==> src/rtl/slot_mb_pkg.sv <==
// Package: shared decode kinds and fixed status-word layout for the slot mailbox.
package slot_mb_pkg;
    typedef enum logic [1:0] {
        DEC_NONE   = 2'd0,
        DEC_STATUS = 2'd1,
        DEC_CMD    = 2'd2
    } dec_kind_e;

    localparam int STAT_IPL_HI  = 23;
    localparam int STAT_HALT    = 20;
    localparam int STAT_PEND    = 19;
    localparam int STAT_ONES_LO = 16;
    localparam int STAT_MAIL_LO = 8;
endpackage

==> src/rtl/slot_mb_decode.sv <==
// Module: slot_mb_decode
// Classifies a bus strobe as status read, command, or nothing.
// Assumes: status sits in the top word of the address space; commands are
// any address with a zero low byte. The two decodes cannot overlap.
module slot_mb_decode
    import slot_mb_pkg::*;
#(
    parameter int ADDR_W = 32,
    parameter int LANE_W = 2
) (
    input  logic              strobe,
    input  logic              rnw,
    input  logic              byte_acc,
    input  logic [ADDR_W-1:0] addr,
    output dec_kind_e         kind,
    output logic [LANE_W-1:0] lane
);
    localparam int HI_W = ADDR_W - LANE_W;

    logic top_word;
    logic low_zero;

    // Purpose: split the address into the status word match and the command match.
    always_comb begin
        top_word = &addr[ADDR_W-1:LANE_W];
        low_zero = (addr[7:0] == 8'h00);
        lane     = addr[LANE_W-1:0];
        kind     = DEC_NONE;
        if (strobe) begin
            if (top_word && rnw && (byte_acc || lane == '0))
                kind = DEC_STATUS;
            else if (low_zero)
                kind = DEC_CMD;
        end
    end

    // Immediate check: the two decodes never claim the same access. // R4
    always_comb begin
        if (strobe)
            AST_DECODE_DISJOINT: assert (!(top_word && low_zero));
    end

    logic unused_hi;
    assign unused_hi = ^HI_W;
endmodule

==> src/rtl/slot_mb_status.sv <==
// Module: slot_mb_status
// Holds the mail byte, assembles the status word and registers the response
// for a status read, either a whole word or one big-endian byte lane.
// Assumes: DATA_W is a multiple of 8; the status fields sit in the low 24 bits.
module slot_mb_status
    import slot_mb_pkg::*;
#(
    parameter int       DATA_W   = 32,
    parameter int       MAIL_W   = 8,
    parameter logic [7:0] BOARD_ID = 8'h02
) (
    input  logic              clk,
    input  logic              rst_n,
    input  logic              hit,
    input  logic              byte_acc,
    input  logic [$clog2(DATA_W/8)-1:0] lane,
    input  logic [2:0]        ipl_n,
    input  logic              halted,
    input  logic              pend,
    input  logic              mail_we,
    input  logic [MAIL_W-1:0] mail_din,
    output logic              valid,
    output logic [DATA_W-1:0] data
);
    localparam int LANES  = DATA_W / 8;
    localparam int LANE_W = $clog2(LANES);

    logic [MAIL_W-1:0] mail_q;
    logic [DATA_W-1:0] word;
    logic [7:0]        lane_byte;

    // Purpose: processor-side mail byte register.
    always_ff @(posedge clk) begin
        if (!rst_n)       mail_q <= '0;
        else if (mail_we) mail_q <= mail_din;
    end

    // Purpose: assemble the live status word; the top byte is driven zero.
    always_comb begin
        word = '0;
        word[STAT_IPL_HI -: 3]           = ipl_n;
        word[STAT_HALT]                  = ~halted;
        word[STAT_PEND]                  = pend;
        word[STAT_ONES_LO +: 3]          = 3'b111;
        word[STAT_MAIL_LO +: MAIL_W]     = mail_q;
        word[7:0]                        = BOARD_ID;
    end

    // Purpose: pick one byte lane, lane 0 being the most significant byte.
    always_comb begin
        lane_byte = '0;
        for (int i = 0; i < LANES; i++) begin
            if (lane == LANE_W'(i))
                lane_byte = word[DATA_W-1-8*i -: 8];
        end
    end

    // Purpose: register the response one cycle after the request.
    always_ff @(posedge clk) begin
        if (!rst_n) begin
            valid <= 1'b0;
            data  <= '0;
        end else begin
            valid <= hit;
            if (hit)
                data <= byte_acc ? {{(DATA_W-8){1'b0}}, lane_byte} : word;
        end
    end

    AST_STAT_RESPONDS: assert property (@(posedge clk) disable iff (!rst_n)
        hit |=> valid);
    AST_STAT_ONE_SHOT: assert property (@(posedge clk) disable iff (!rst_n)
        !hit |=> !valid);
    AST_BYTE_UPPER_ZERO: assert property (@(posedge clk) disable iff (!rst_n)
        (hit && byte_acc) |=> (data[DATA_W-1:8] == '0));
    AST_MAIL_LOAD: assert property (@(posedge clk) disable iff (!rst_n)
        mail_we |=> (mail_q == $past(mail_din)));
endmodule

==> src/rtl/slot_mb_cmd.sv <==
// Module: slot_mb_cmd
// One-entry command slot: latches address and data, raises pend and NMI,
// refuses commands while full. A ready pulse frees the slot (the clear is
// taken before a same-cycle command); a command read drops NMI.
// Assumes: ready and command-read are single-cycle pulses from the processor.
module slot_mb_cmd #(
    parameter int ADDR_W = 32,
    parameter int DATA_W = 32
) (
    input  logic              clk,
    input  logic              rst_n,
    input  logic              hit,
    input  logic [ADDR_W-1:0] addr,
    input  logic [DATA_W-1:0] wdata,
    input  logic              ready_inc,
    input  logic              cmd_rd,
    output logic              pend,
    output logic              nmi,
    output logic              ack,
    output logic              nak,
    output logic [ADDR_W-1:0] cmd_addr,
    output logic [DATA_W-1:0] cmd_data
);
    logic accept;

    // Purpose: a command is taken when the slot is empty or being freed now.
    always_comb accept = hit && (!pend || ready_inc);

    // Purpose: capture the command and track the pending flag.
    always_ff @(posedge clk) begin
        if (!rst_n) begin
            pend     <= 1'b0;
            cmd_addr <= '0;
            cmd_data <= '0;
        end else begin
            if (accept) begin
                pend     <= 1'b1;
                cmd_addr <= addr;
                cmd_data <= wdata;
            end else if (ready_inc) begin
                pend     <= 1'b0;
            end
        end
    end

    // Purpose: NMI set by acceptance, cleared by the processor's command read.
    always_ff @(posedge clk) begin
        if (!rst_n)      nmi <= 1'b0;
        else if (accept) nmi <= 1'b1;
        else if (cmd_rd) nmi <= 1'b0;
    end

    // Purpose: one-cycle ack or nak back to the bus.
    always_ff @(posedge clk) begin
        if (!rst_n) begin
            ack <= 1'b0;
            nak <= 1'b0;
        end else begin
            ack <= accept;
            nak <= hit && !accept;
        end
    end

    AST_ACK_RAISES: assert property (@(posedge clk) disable iff (!rst_n)
        ack |-> (pend && nmi));
    AST_ACK_NAK_EXCL: assert property (@(posedge clk) disable iff (!rst_n)
        !(ack && nak));
    AST_FULL_REFUSES: assert property (@(posedge clk) disable iff (!rst_n)
        (hit && pend && !ready_inc) |=> (nak && $stable(cmd_addr) && $stable(cmd_data)));
    AST_READY_FREES: assert property (@(posedge clk) disable iff (!rst_n)
        (ready_inc && !hit) |=> (!pend && nmi == $past(nmi)));
    AST_SAME_CYCLE: assert property (@(posedge clk) disable iff (!rst_n)
        (ready_inc && hit) |=> (ack && pend && nmi));
    AST_NMI_CLEAR: assert property (@(posedge clk) disable iff (!rst_n)
        (cmd_rd && !hit && !ready_inc) |=> (!nmi && pend == $past(pend)));
endmodule

==> src/rtl/slot_mailbox.sv <==
// Module: slot_mailbox (top)
// Backplane slave for a processor card: serves the status read without the
// processor, and captures commands into a one-entry slot that raises NMI.
// Assumes: one bus strobe per cycle at most; 32-bit address and data.
module slot_mailbox
    import slot_mb_pkg::*;
#(
    parameter int         ADDR_W   = 32,
    parameter int         DATA_W   = 32,
    parameter int         MAIL_W   = 8,
    parameter logic [7:0] BOARD_ID = 8'h02
) (
    input  logic              clk,
    input  logic              rst_n,
    input  logic              bus_strobe,
    input  logic              bus_rnw,
    input  logic              bus_byte,
    input  logic [ADDR_W-1:0] bus_addr,
    input  logic [DATA_W-1:0] bus_wdata,
    output logic              stat_valid,
    output logic [DATA_W-1:0] stat_data,
    output logic              cmd_ack,
    output logic              cmd_nak,
    input  logic [2:0]        cpu_ipl_n,
    input  logic              cpu_halted,
    input  logic              cpu_mail_we,
    input  logic [MAIL_W-1:0] cpu_mail_din,
    input  logic              cpu_ready_inc,
    input  logic              cpu_cmd_rd,
    output logic              cpu_nmi,
    output logic              cpu_cmd_pend,
    output logic [ADDR_W-1:0] cpu_cmd_addr,
    output logic [DATA_W-1:0] cpu_cmd_data
);
    localparam int LANE_W = $clog2(DATA_W / 8);

    dec_kind_e         kind;
    logic [LANE_W-1:0] lane;
    logic              stat_hit;
    logic              cmd_hit;

    slot_mb_decode #(.ADDR_W(ADDR_W), .LANE_W(LANE_W)) u_decode (
        .strobe   (bus_strobe),
        .rnw      (bus_rnw),
        .byte_acc (bus_byte),
        .addr     (bus_addr),
        .kind     (kind),
        .lane     (lane)
    );

    // Purpose: fan the decode result out to the two halves.
    always_comb begin
        stat_hit = (kind == DEC_STATUS);
        cmd_hit  = (kind == DEC_CMD);
    end

    slot_mb_status #(.DATA_W(DATA_W), .MAIL_W(MAIL_W), .BOARD_ID(BOARD_ID)) u_status (
        .clk      (clk),
        .rst_n    (rst_n),
        .hit      (stat_hit),
        .byte_acc (bus_byte),
        .lane     (lane),
        .ipl_n    (cpu_ipl_n),
        .halted   (cpu_halted),
        .pend     (cpu_cmd_pend),
        .mail_we  (cpu_mail_we),
        .mail_din (cpu_mail_din),
        .valid    (stat_valid),
        .data     (stat_data)
    );

    slot_mb_cmd #(.ADDR_W(ADDR_W), .DATA_W(DATA_W)) u_cmd (
        .clk       (clk),
        .rst_n     (rst_n),
        .hit       (cmd_hit),
        .addr      (bus_addr),
        .wdata     (bus_wdata),
        .ready_inc (cpu_ready_inc),
        .cmd_rd    (cpu_cmd_rd),
        .pend      (cpu_cmd_pend),
        .nmi       (cpu_nmi),
        .ack       (cmd_ack),
        .nak       (cmd_nak),
        .cmd_addr  (cpu_cmd_addr),
        .cmd_data  (cpu_cmd_data)
    );

    AST_STATUS_NO_SIDE_EFFECT: assert property (@(posedge clk) disable iff (!rst_n)
        (stat_hit && !cpu_ready_inc && !cpu_cmd_rd) |=>
            ($stable(cpu_cmd_pend) && $stable(cpu_nmi) && !cmd_ack && !cmd_nak));
endmodule

==> config.mk <==
export PLATFORM = sky130hd
export DESIGN_NAME = slot_mailbox
export DESIGN_NICKNAME = d
export VERILOG_FILES = /design/src/rtl/slot_mb_pkg.sv /design/src/rtl/slot_mb_decode.sv /design/src/rtl/slot_mb_status.sv /design/src/rtl/slot_mb_cmd.sv /design/src/rtl/slot_mailbox.sv
export SDC_FILE = /design/constraint.sdc
export NUM_CORES = 1
export LEC_CHECK = 0
export BUFFER_PORTS_ARGS = -buffer_cell sky130_fd_sc_hd__buf_2
export CAP_MARGIN = 15
export CORE_MARGIN = 1
export CORE_UTILIZATION = 46
export CTS_CLUSTER_DIAMETER = 30
export DETAILED_ROUTE_END_ITERATION = 10
export PLACE_DENSITY = 0.8
export RECOVER_POWER = 100
export SYNTH_ARGS = -nofsm -noshare
export SYNTH_HDL_FRONTEND = slang
export SYNTH_SLANG_ARGS = --single-unit
==> constraint.sdc <==
create_clock -name clk -period 1.61 [get_ports clk]
set_clock_uncertainty 0.15 [all_clocks]
set_input_delay 0.2415 -clock clk [delete_from_list [all_inputs] [get_ports clk]]
set_output_delay 0.2415 -clock clk [all_outputs]
set_load 0.02 [all_outputs]
# Yosys cells after proc, flatten, opt, wreduce, memory -nomap -nowiden
# Cells that the tools add are included.
[word_totals]
word_cells = 39
output_inout_bits = 101
reg_bits = 109
inputBits = 84
[op_classes]
bitwise = 1
mux = 11
eq_ne = 5
reduce_logical = 13
[ops]
columns = ["cell", "count"]
rows = [
  ["AND reduction 30 bit", 1],
  ["2-to-1 mux 24 bit", 1],
  ["2-to-1 mux 8 bit", 3],
  ["zero test 8 bit", 1],
  ["== test 2 bit (second input constant)", 3],
  ["2-to-1 mux 2 bit", 3],
  ["== test 2 x 1 -> 1 bit (second input constant)", 2],
  ["logical AND 1 bit", 4],
  ["2-to-1 mux 1 bit", 4],
  ["nonzero test 2 bit", 2],
  ["zero test 1 bit", 2],
  ["zero test 2 bit", 1],
  ["logical OR 1 bit", 2],
  ["inverter 1 bit", 1],
]

# Longest topological paths before layout
# Gate-level depths: netlist (run 1).
[logic_depth]
depth_word = 9
ltp_mapped = 6
depth_no_buf = 4

# Cells and area by module
# Synthesis (run 1) repeated with hierarchy kept, for this count alone.
[unflattened]
hier_cells = 462
hier_area_um2 = 4191.5
[by_module_without_submodules]
columns = ["module", "area_per_inst_um2", "cells_per_inst", "seq_area_each_um2", "n_inst"]
rows = [
  ["slot_mb_cmd", 2691.3, 291, 1361.3, 1],
  ["slot_mb_status", 1372.6, 151, 620.6, 1],
  ["slot_mb_decode", 112.6, 18, 0.0, 1],
  ["slot_mailbox", 15.0, 2, 0.0, 1],
]

# Worst setup path before layout (run 1)
# Ideal clock, no wire load.
[synth_timing]
kind = "register to register"
start = "reg u_cmd.pend"
end = "reg u_cmd.cmd_data[10]"
t_arrival_ns = 1.330
stages_incl_launch_ff = 7
t_required_ns = 1.332
synth_period_minus_slack_ns = 1.608
n_path_buf = 2
setup_time_ns = 0.128
setup_slack_ns = 0.002
path_cell_list = "dfxtp_1 -> nand2b_1 -> nand4_1 -> buf_2 -> buf_2 -> mux2i_1 -> nor2_1"
[synth_via]
elab_chain_len = 3
[synth_lines]
columns = ["item", "line", "source"]
rows = [
  ["start: declaration", "slot_mb_cmd.sv:17", "output logic pend,"],
  ["start signal: assignment", "slot_mb_cmd.sv:32", "pend <= 1'b0;"],
  ["start signal: assignment", "slot_mb_cmd.sv:37", "pend <= 1'b1;"],
  ["start signal: assignment", "slot_mb_cmd.sv:41", "pend <= 1'b0;"],
  ["zero test 1 bit", "slot_mb_cmd.sv:27", "always_comb accept = hit && (!pend || ready_inc);"],
  ["logical OR 1 bit", "slot_mb_cmd.sv:27", ""],
  ["logical AND 1 bit", "slot_mb_cmd.sv:27", ""],
  ["end signal: assignment", "slot_mb_cmd.sv:39", "cmd_data <= wdata;"],
  ["end: declaration", "slot_mb_cmd.sv:22", "output logic [DATA_W-1:0] cmd_data"],
]
# No other way between the ends.
# A chain may end at the register's enable or synchronous reset.

# Worst setup path after layout (run 1)
[layout_timing]
start = "in bus_addr[8]"
end = "reg u_status.data[7]"
[layout_via]
elab_chain_len = 6
[layout_lines]
columns = ["item", "line", "source"]
rows = [
  ["start: declaration", "slot_mailbox.sv:18", "input logic [ADDR_W-1:0] bus_addr,"],
  ["AND reduction 30 bit", "slot_mb_decode.sv:25", "top_word = &addr[ADDR_W-1:LANE_W];"],
  ["logical AND 1 bit (2 in series)", "slot_mb_decode.sv:30", "if (top_word && rnw && (byte_acc || lane == '0))"],
  ["2-to-1 mux 2 bit", "slot_mb_decode.sv:30", ""],
  ["2-to-1 mux 2 bit", "slot_mb_decode.sv:29", "if (strobe) begin"],
  ["== test 2 x 1 -> 1 bit", "slot_mailbox.sv:53", "stat_hit = (kind == DEC_STATUS);"],
  ["end signal: assignment", "slot_mb_status.sv:66", "data <= byte_acc ? {{(DATA_W-8){1'b0}}, lane_byte} : word;"],
  ["end: declaration", "slot_mb_status.sv:23", "output logic [DATA_W-1:0] data"],
]
# No other way between the ends.

==> results of run 1 <==
==> worst max-delay path, cell delays in order <==
cell and delay, ns:
dlygate4sd3_1 0.52, buf_2 0.11, nand4_1 0.14, nor2_4 0.17
nand3_4 0.15, clkbuf_8 0.22, mux2i_1 0.12
==> cells in the mapped netlist, drive strengths merged <==
cell,number
a21o,2
inv,3
nor3b,1
nand2,29
a22o,5
clkinv,1
nand4,10
conb,1
dfxtp,99
buf,20
nand2b,1
nor2b,2
a211oi,2
o21ai,2
nand3,14
a41oi,1
nor4,2
nand3b,1
nor2,70
mux2i,85
or2,1
a21boi,1
and3,8
and2b,1
clkbuf,15
==> layout make-up <==
cell class / instances / area, sq um
fill: 653 / 2340
sequential: 99 / 1980
multi-input combinational: 246 / 1640
timing repair buffer: 256 / 1580
tap: 102 / 128
clock buffer: 9 / 124
clock inverter: 7 / 73.8
inverter: 4 / 15.0
antenna: 1 / 2.50
==> stage by stage <==
| stage | hold WS, ns | std cells | cell area, sq um | util [%] |
|---|---|---|---|---|
| 5_1_grt | 0.0183 | 724 | 5540 | 70.3 |
| 3_5_place_dp | 0.297 | 645 | 4790 | 60.8 |
| 6_report | 0.0160 | 724 | 5540 | 70.3 |
| 2_1_floorplan | 0.234 | 384 | 3850 | - |
| 3_3_place_gp | 0.285 | 645 | 4790 | 60.8 |
| 4_1_cts | 0.00200 | 720 | 5580 | 70.8 |
==> worst max-delay path by stage <==
stage                            from                  to  slack (ns)  depth (start not counted)
final                     bus_addr[8]    u_status.data[7]        0.04                          7
after global routing      bus_addr[9]   u_status.data[19]       -0.02                          7
after CTS                 bus_addr[9]    u_status.data[6]        0.01                          7
after detailed placement  bus_addr[2]  u_cmd.cmd_addr[20]       -0.17                          6
after global placement    bus_addr[2]  u_cmd.cmd_addr[15]       -0.10                          6
after floorplan            u_cmd.pend  u_cmd.cmd_data[10]       0.002                          6
==> cells by family (layout without fill, tap and decap cells) <==
| group | after synthesis | in the layout | share of synthesized area (%) |
|---|---|---|---|
| simple gates | 140 | 140 | 16.8 |
| flops | 99 | 99 | 51.8 |
| mux | 85 | 85 | 22.3 |
| buf+inv | 39 | 276 | 6.25 |
| compound gates | 13 | 13 | 2.75 |
| other cells | 1 | 9 | 0.0981 |
==> power groups by stage <==
stage,combinational [mW],sequential (mW),clock [mW]
after floorplan,0.138,2.53,0
after global placement,0.279,2.53,0
after detailed placement,0.286,2.53,0
after CTS,0.396,2.47,1.64
after global routing,0.437,2.47,1.72
final,0.405,2.47,1.61
==> registers in the layout (all words and copies together), names as in the netlist, 8 cells and up <==
name and count:
u_status.mail_q 8, u_cmd.cmd_data 32, u_cmd.cmd_addr 32, u_status.data 22
==> layer usage <==
layer	part of all wire [%]	vias to the layer above	global-route usage, %
met2	51	159	43.4
met3	6.1	20	4.96
met4	2.3	0	10.0
met1	40	1669	27.4
met5	0	-	0
li1	-	1729	-
==> timing repair <==
action | CTS | global route
hold buffers | 59 | 0
buffers inserted | 0 | 1
endpoints found under the hold margin | 59 | 0
resized for setup | 0 | 5
endpoints found under the setup margin | 0 | 26
==> qor.txt, run 1 <==
status: finished clean
Clk pwr share: 35.9%
Power Density: 810 nW/um^2
overall global routing resource usage: 24.1%
Worst R2R End: u_cmd.cmd_data[24]
CP Class: in -> reg
antenna viol nets, final: 0
Fin Setup TNS: 0 ns
number of clock sinks: 99
Distinct cells, synth: 31
fmax: 638 MHz
R2R Setup Slk: 0.09 ns
post-synth top area share: 51.8%
vias per inst: 4.94
post-DP HPWL: 6.97 mm
total power: 4.49 mW
GP Congestion: 0.818
initial core utilization: 48.5%
first-pass GRT wire length: 16.3 mm
clk slew on worst S/H paths: 0.10 ns
Worst Hold Class: in -> reg
crit share post-route: 97.4%
mean area per synthesized cell: 10.1 sq um
Psw: 1.08 mW
R2R depth: 5
GRT overflow: 0
min setup slack post-route: 0.0422 ns
DRC violations left: 0
vias in the first global route: 3,412
Num CTS Buffers: 9
largest net degree at the start of global routing: 49
max-slew violations: 0
sequential fraction of the synthesis area: 51.8%
Max-slew headroom: 61.3%
Critical R2R Launch: u_cmd.pend
WHS Path Cells: 3
Hold Vio Cnt, Final: 0
Switching Fraction: 24.0%
Setup-failing EPs final: 0
max-cap viol count: 0
CTS tree: done
die height: 93.2 um
initial antenna violation count: 1
Nets: 700
Max Root-Sink Buffers: 2
I/O Pins: 185
critical-path maximum fanout: 6
Slew @ Worst Pin: 0.579 ns
IO buf count: 176
register bit total from synthesis: 99
top cells by area, synth: dfxtp_1 52%, mux2i_1 22%, nor2_1 6.9%
most common cell after layout, fill and taps aside: dfxtp_1
min-delay src: cpu_mail_din[4]
Layout area overhead: 45.0%
critical path endpoint category: flop
sequential power share: 55.0%
area of the core: 7890 sq um
post-layout min period: 1.57 ns
# rows: 32
layout cell share with drive strength beyond 1: 19.8%
Pint: 3.41 mW
DRT Pass-1 Iters: 4
routed wire length: 11.1 mm
root buf cell: clkbuf_8
wire per inst: 15.3 um
via count: 3,577
synthesized area: 3820 sq um
Hold Path End: u_status.mail_q[4]
full die area: 8680 sq um
Synth Warn #: 0
chip width: 93.2 um
Iteration-0 DRC Markers: 98
Max VDD drop: 536 uV
Clk Latency, worst-skew pair: 0.35 ns
Leakage: 2.86 nW
power share of the combinational group: 9.0%
crit start category: input port
# H-tree levels: 3
post-placement setup slack: -0.166 ns
CP Data Arrival Time: 1.67 ns
commonest cells after routing, fill and taps aside: 99 x dfxtp_1, 94 x clkbuf_1, 85 x mux2i_1, 80 x buf_2, 69 x nor2_1
post-synth top area cell: dfxtp_1
Worst Path Required: 1.71 ns
Post-Synthesis Cells: 377
No activity file was read; power rests on OpenSTA's default activity.
==> run 2, diff against run 1 <==
Settings changed: RECOVER_POWER 100 to 50.
==> run 2 against run 1 <==
  * Critical path depth stayed put
  * Sequential cell count stayed put
  * Total power is 0.27% lower
  * Fmax is 0.33% lower
  * Die area stayed put
  * Register-to-register slack hardly changed
  * Routed wire length is 0.50% lower
  * Cell count stayed put
  * First-iteration DRC count is 10% higher
  * Global-route usage stayed put
  * Combinational power hardly changed
  * Core utilization is 0.36 points higher
  * Critical endpoint is now u_status.data[9]
  * Highest routed layer unchanged
==> qor.txt, run 2 (synthesis results as in run 1) <==
wire per inst: 15.2 um
Psw: 1.07 mW
most common cell after layout, fill and taps aside: dfxtp_1
clk slew on worst S/H paths: 0.10 ns
area of the core: 7890 sq um
post-DP HPWL: 6.97 mm
CP Class: in -> reg
# H-tree levels: 3
Num CTS Buffers: 9
biggest regs: u_cmd.cmd_addr x32, u_cmd.cmd_data x32, u_status.data x22
Setup-failing EPs final: 0
number of clock sinks: 99
WHS Path Cells: 3
Clk Latency, worst-skew pair: 0.35 ns
placed insts: 645
GRT overflow: 0
root buf cell: clkbuf_8
Critical Path Source: bus_addr[8]
max-slew violations: 0
fmax: 636 MHz
layout cell share with drive strength beyond 1: 22.1%
non-filler instance count after layout: 724
Worst Hold Class: in -> reg
Slew @ Worst Pin: 0.572 ns
CP Cell Sequence: dlygate4sd3_1 > buf_2 > nand4_1 > nor2_4 > nand3_4 > clkbuf_16 > mux2i_1
min setup slack post-route: 0.0370 ns
sequential power share: 55.2%
Clk pwr share: 35.8%
Max VDD drop: 536 uV
GP Congestion: 0.818
Layout area overhead: 45.8%
Nets: 700
status: finished clean
R2R Setup Slk: 0.08 ns
vias per inst: 4.92
CP peak stage delay: 0.52 ns
crit start category: input port
vias in the first global route: 3,412
Critical R2R Launch: u_cmd.pend
fillers: 643
# rows: 32
critical path endpoint: u_status.data[9]
Switching Fraction: 23.8%
Fin Setup TNS: 0 ns
commonest cells after routing, fill and taps aside: 99 x dfxtp_1, 94 x buf_2, 85 x mux2i_1, 80 x clkbuf_1, 69 x nor2_1
Hold WS: 0.0181 ns
power share of the combinational group: 9.0%
Leakage: 2.93 nW
max-cap viol count: 0
initial antenna violation count: 1
initial core utilization: 48.5%
Pint: 3.41 mW
R2R depth: 5
CP Data Arrival Time: 1.67 ns
Placed Area: 4790 sq um
post-placement setup slack: -0.166 ns
crit share post-route: 97.7%
full die area: 8680 sq um
CTS tree: done
Power Density: 804 nW/um^2
total power: 4.48 mW
CP max-delay cell: dlygate4sd3_1
DRC violations left: 0
final core occ: 70.6%
IO buf count: 176
I/O Pins: 185
min-delay src: cpu_mail_din[4]
Iteration-0 DRC Markers: 108
Worst R2R End: u_cmd.cmd_data[24]
Worst Path Required: 1.70 ns
largest net degree at the start of global routing: 49
via count: 3,559
chip width: 93.2 um
Max Root-Sink Buffers: 2
die height: 93.2 um
first-pass GRT wire length: 16.3 mm
routed wire length: 11.0 mm
post-layout min period: 1.57 ns
DRT Pass-1 Iters: 5
Max-slew headroom: 61.8%
overall global routing resource usage: 24.1%
Design Area, Final: 5570 sq um
critical path endpoint category: flop
Hold Vio Cnt, Final: 0
antenna viol nets, final: 0
critical-path maximum fanout: 6
run 2: cell types whose count changed in the layout (fill, tap and decap cells not counted), sizes merged:
cell    previous run  this run
clkbuf           106        92
buf              100       114
run 2: routing by layer:
layer,GRT usage (%),vias up,wire [um]
met4,10.0,0,257
li1,-,1732,-
met2,43.4,157,5660
met1,27.4,1650,4460
met3,4.96,20,641
met5,0,-,0
run 2: worst min path at each step:
| stage | slack (ns) | to |
|---|---|---|
| 2_1_floorplan | 0.23 | u_cmd.ack |
| 3_3_place_gp | 0.28 | u_status.data[1] |
| 3_5_place_dp | 0.30 | u_status.data[1] |
| 4_1_cts | 0.002 | u_status.mail_q[1] |
| 5_1_grt | 0.02 | u_status.mail_q[1] |
| 6_report | 0.02 | u_status.mail_q[4] |
run 2: critical path, delay by kind of cell:
family                 cells  cell delay (ns)
multiplexers               1             0.11
buffers and inverters      3             0.85
AND/OR/NAND/NOR            3             0.46
run 2: area by class of cell:
type | count | area, sq um | area share [%]
antenna | 1 | 2.50 | 0.0449
clock buffer | 9 | 124 | 2.22
clock inverter | 7 | 73.8 | 1.32
inverter | 4 | 15.0 | 0.269
multi-input combinational | 246 | 1640 | 29.4
sequential | 99 | 1980 | 35.6
tap | 102 | 128 | 2.29
timing repair buffer | 256 | 1610 | 28.9
run 2: repair_timing:
action	CTS	global route
hold buffers	59	0
resized for setup	0	5
endpoints found under the setup margin	0	26
setup buffers	0	1
hold endpoints to repair	59	0
run 2: power by group through the flow:
stage | Sequential [mW] | Clock (mW) | Combinational, mW
floorplan | 2.53 | 0 | 0.138
global placement | 2.53 | 0 | 0.279
detailed placement | 2.53 | 0 | 0.286
CTS | 2.47 | 1.64 | 0.396
global route | 2.47 | 1.72 | 0.437
finish | 2.47 | 1.60 | 0.405
==> run 3, diff against run 2 <==
Settings changed: CORE_UTILIZATION 46 to 47, SYNTH_HIERARCHICAL from default to 1.
==> run 3 against run 2 <==
  * The flow now finishes with violations (negative setup slack)
  * Critical endpoint is now u_cmd/cmd_data[19]
  * Worst setup slack worse by 0.24 ns
  * Largest power group unchanged
  * Design area up 16%
  * Combinational power up 22%
  * Clock power down 9%
  * Critical path type unchanged
==> qor.txt, run 3 <==
synthesized area: 4190 sq um
Most common cell on crit path: buf_12
GP Congestion: 0.791
CP peak stage delay: 0.34 ns
crit start category: input port
vias in the first global route: 4,245
wire per inst: 16.2 um
Most used DFF post-synth: dfxtp_1
initial core utilization: 48.3%
post-placement setup slack: -0.818 ns
DRC violations left: 0
Hold WS: 0.0218 ns
antenna viol nets, final: 0
Num CTS Buffers: 9
initial antenna violation count: 0
min setup slack post-route: -0.200 ns
chip width: 96.4 um
status: finished with violations
Nets: 797
Reg area: 1980 sq um
full die area: 9300 sq um
Fin Setup TNS: -11.51 ns
GRT overflow: 0
Max VDD drop: 480 uV
# rows: 34
CP Data Arrival Time: 1.94 ns
R2R depth: 5
layout cell share with drive strength beyond 1: 32.6%
max-slew violations: 0
Hold Path End: u_status/data[23]
post-DP HPWL: 7.61 mm
failing checks: negative setup slack
CP Cell Sequence: buf_6 > nand4_1 > nor4_2 > o2111a_1 > and2b_2 > and2_4 > buf_12 > buf_12 > mux2i_2
first-pass GRT wire length: 20.0 mm
crit share post-route: 112%
routed wire length: 13.4 mm
Setup-failing EPs final: 87
final core occ: 74.2%
Synth Warn #: 6
post-layout min period: 1.81 ns
total power: 4.42 mW
max-cap viol count: 0
overall global routing resource usage: 28.5%
WHS Path Cells: 3
Distinct cells, synth: 33
Clk Latency, worst-skew pair: 0.36 ns
die height: 96.4 um
R2R Setup Slk: 0.16 ns
post-synth top area share: 47.3%
Post-synth ARST share: 0%
Multi-input gate area: 2060 sq um
# H-tree levels: 3
most common cell after layout, fill and taps aside: nand2_1
Critical R2R Launch: u_cmd/pend
mean area per synthesized cell: 9.07 sq um
vias per inst: 5.03
number of clock sinks: 99
Power Density: 687 nW/um^2
via count: 4,153
Max Root-Sink Buffers: 2
Iteration-0 DRC Markers: 141
synth cell count leaders: 141 x nand2_1, 99 x dfxtp_1, 72 x mux2i_1
post-synth top area cell: dfxtp_1
Worst Path Required: 1.74 ns
commonest cells after routing, fill and taps aside: 131 x nand2_1, 125 x buf_2, 99 x dfxtp_1, 70 x mux2i_1, 53 x dlygate4sd3_1
largest net degree at the start of global routing: 48
I/O Pins: 185
area of the core: 8680 sq um
DRT Pass-1 Iters: 4
number of diodes: 0
register bit total from synthesis: 99
Worst Hold Class: in -> reg
clk slew on worst S/H paths: 0.09 ns
Leakage: 2.76 nW
EDFF count, synth: 0
critical path endpoint category: flop
biggest regs: u_cmd/cmd_addr x32, u_cmd/cmd_data x32, u_status/data x22
top cells by area, synth: dfxtp_1 47%, mux2i_1 17%, nand2_1 13%
critical-path maximum fanout: 8
fmax: 552 MHz
most frequent cell after synthesis: nand2_1
CP max-delay cell: nor4_2
Worst R2R End: u_cmd/cmd_data[19]
Layout area overhead: 53.6%
min-delay src: cpu_ipl_n[2]
fillers: 638
sequential fraction of the synthesis area: 47.3%
Post-Synthesis Cells: 462
IO buf count: 176
CP Class: in -> reg
RSZ-0062 raised after global routing: true
CTS tree: done
root buf cell: clkbuf_8
Hold Vio Cnt, Final: 0
[run 3: worst max-delay path by stage]
stage                      from            endpoint  slack (ns)  cells past startpoint
detailed placement  bus_addr[3]  u_cmd/cmd_data[18]       -0.82                      9
CTS                 bus_addr[4]  u_cmd/cmd_addr[22]       -0.17                      9
finish               bus_strobe  u_cmd/cmd_data[19]       -0.20                      9
floorplan           bus_addr[9]           u_cmd/nmi       -0.23                      8
global route         bus_strobe  u_cmd/cmd_data[19]       -0.25                      9
global placement    bus_addr[3]   u_cmd/cmd_addr[0]       -0.72                      9
[run 3: power by group]
group | switching (mW) | total (mW) | internal [mW] | leakage, nW
sequential | 0.0173 | 2.48 | 2.46 | 0.799
combinational | 0.230 | 0.496 | 0.266 | 1.89
clock | 0.852 | 1.45 | 0.595 | 0.0774
total | 1.10 | 4.42 | 3.32 | 2.76
[run 3: cell type report]
class                   instances  share of cell area, %
clock inverters                 4                  0.428
repair buffers                278                   31.8
flip-flops and latches         99                   30.8
clock buffers                  11                   2.20
multi-input cells             314                   32.0
well taps                     108                   2.10
inverters                      11                  0.642
[run 3: per-stage QoR]
stage,instances,cell area (sq um)
after global placement,741,5300
final,825,6440
after CTS,823,6380
after global routing,825,6440
after floorplan,469,4260
after detailed placement,741,5300
[run 3: repair_timing]
action / CTS / global route
buffers inserted: 12 / 3
pin swaps: 7 / 5
cloned: 5 / 2
gates resized for setup: 40 / 17
setup endpoints to repair: 90 / 89
hold endpoints to repair: 53 / 0
hold buffers: 53 / 0
[run 3: cells by family (layout without fill, tap and decap cells)]
| kind of cell | after synthesis | after routing | share of synthesized area [%] |
|---|---|---|---|
| and+or+nand+nor | 201 | 201 | 21.8 |
| DFF | 99 | 99 | 47.3 |
| muxes | 72 | 72 | 17.2 |
| buffers and inverters | 56 | 304 | 8.36 |
| AOI/OAI and AO/OA | 33 | 33 | 5.28 |
| other | 1 | 8 | 0.0895 |
[run 3: layer usage]
layer	part of all wire, %	global-route usage, %	vias to the layer above
met5	0	0	-
met4	2.0	10.4	0
met3	6.1	7.98	27
met2	53	54.1	156
met1	39	29.8	1964
li1	-	-	2006
[run 3: critical path, delay by kind of cell]
family / cells / cell delay [ns]
simple gates: 4 / 0.87
buf+inv: 3 / 0.37
mux: 1 / 0.18
compound gates: 1 / 0.25
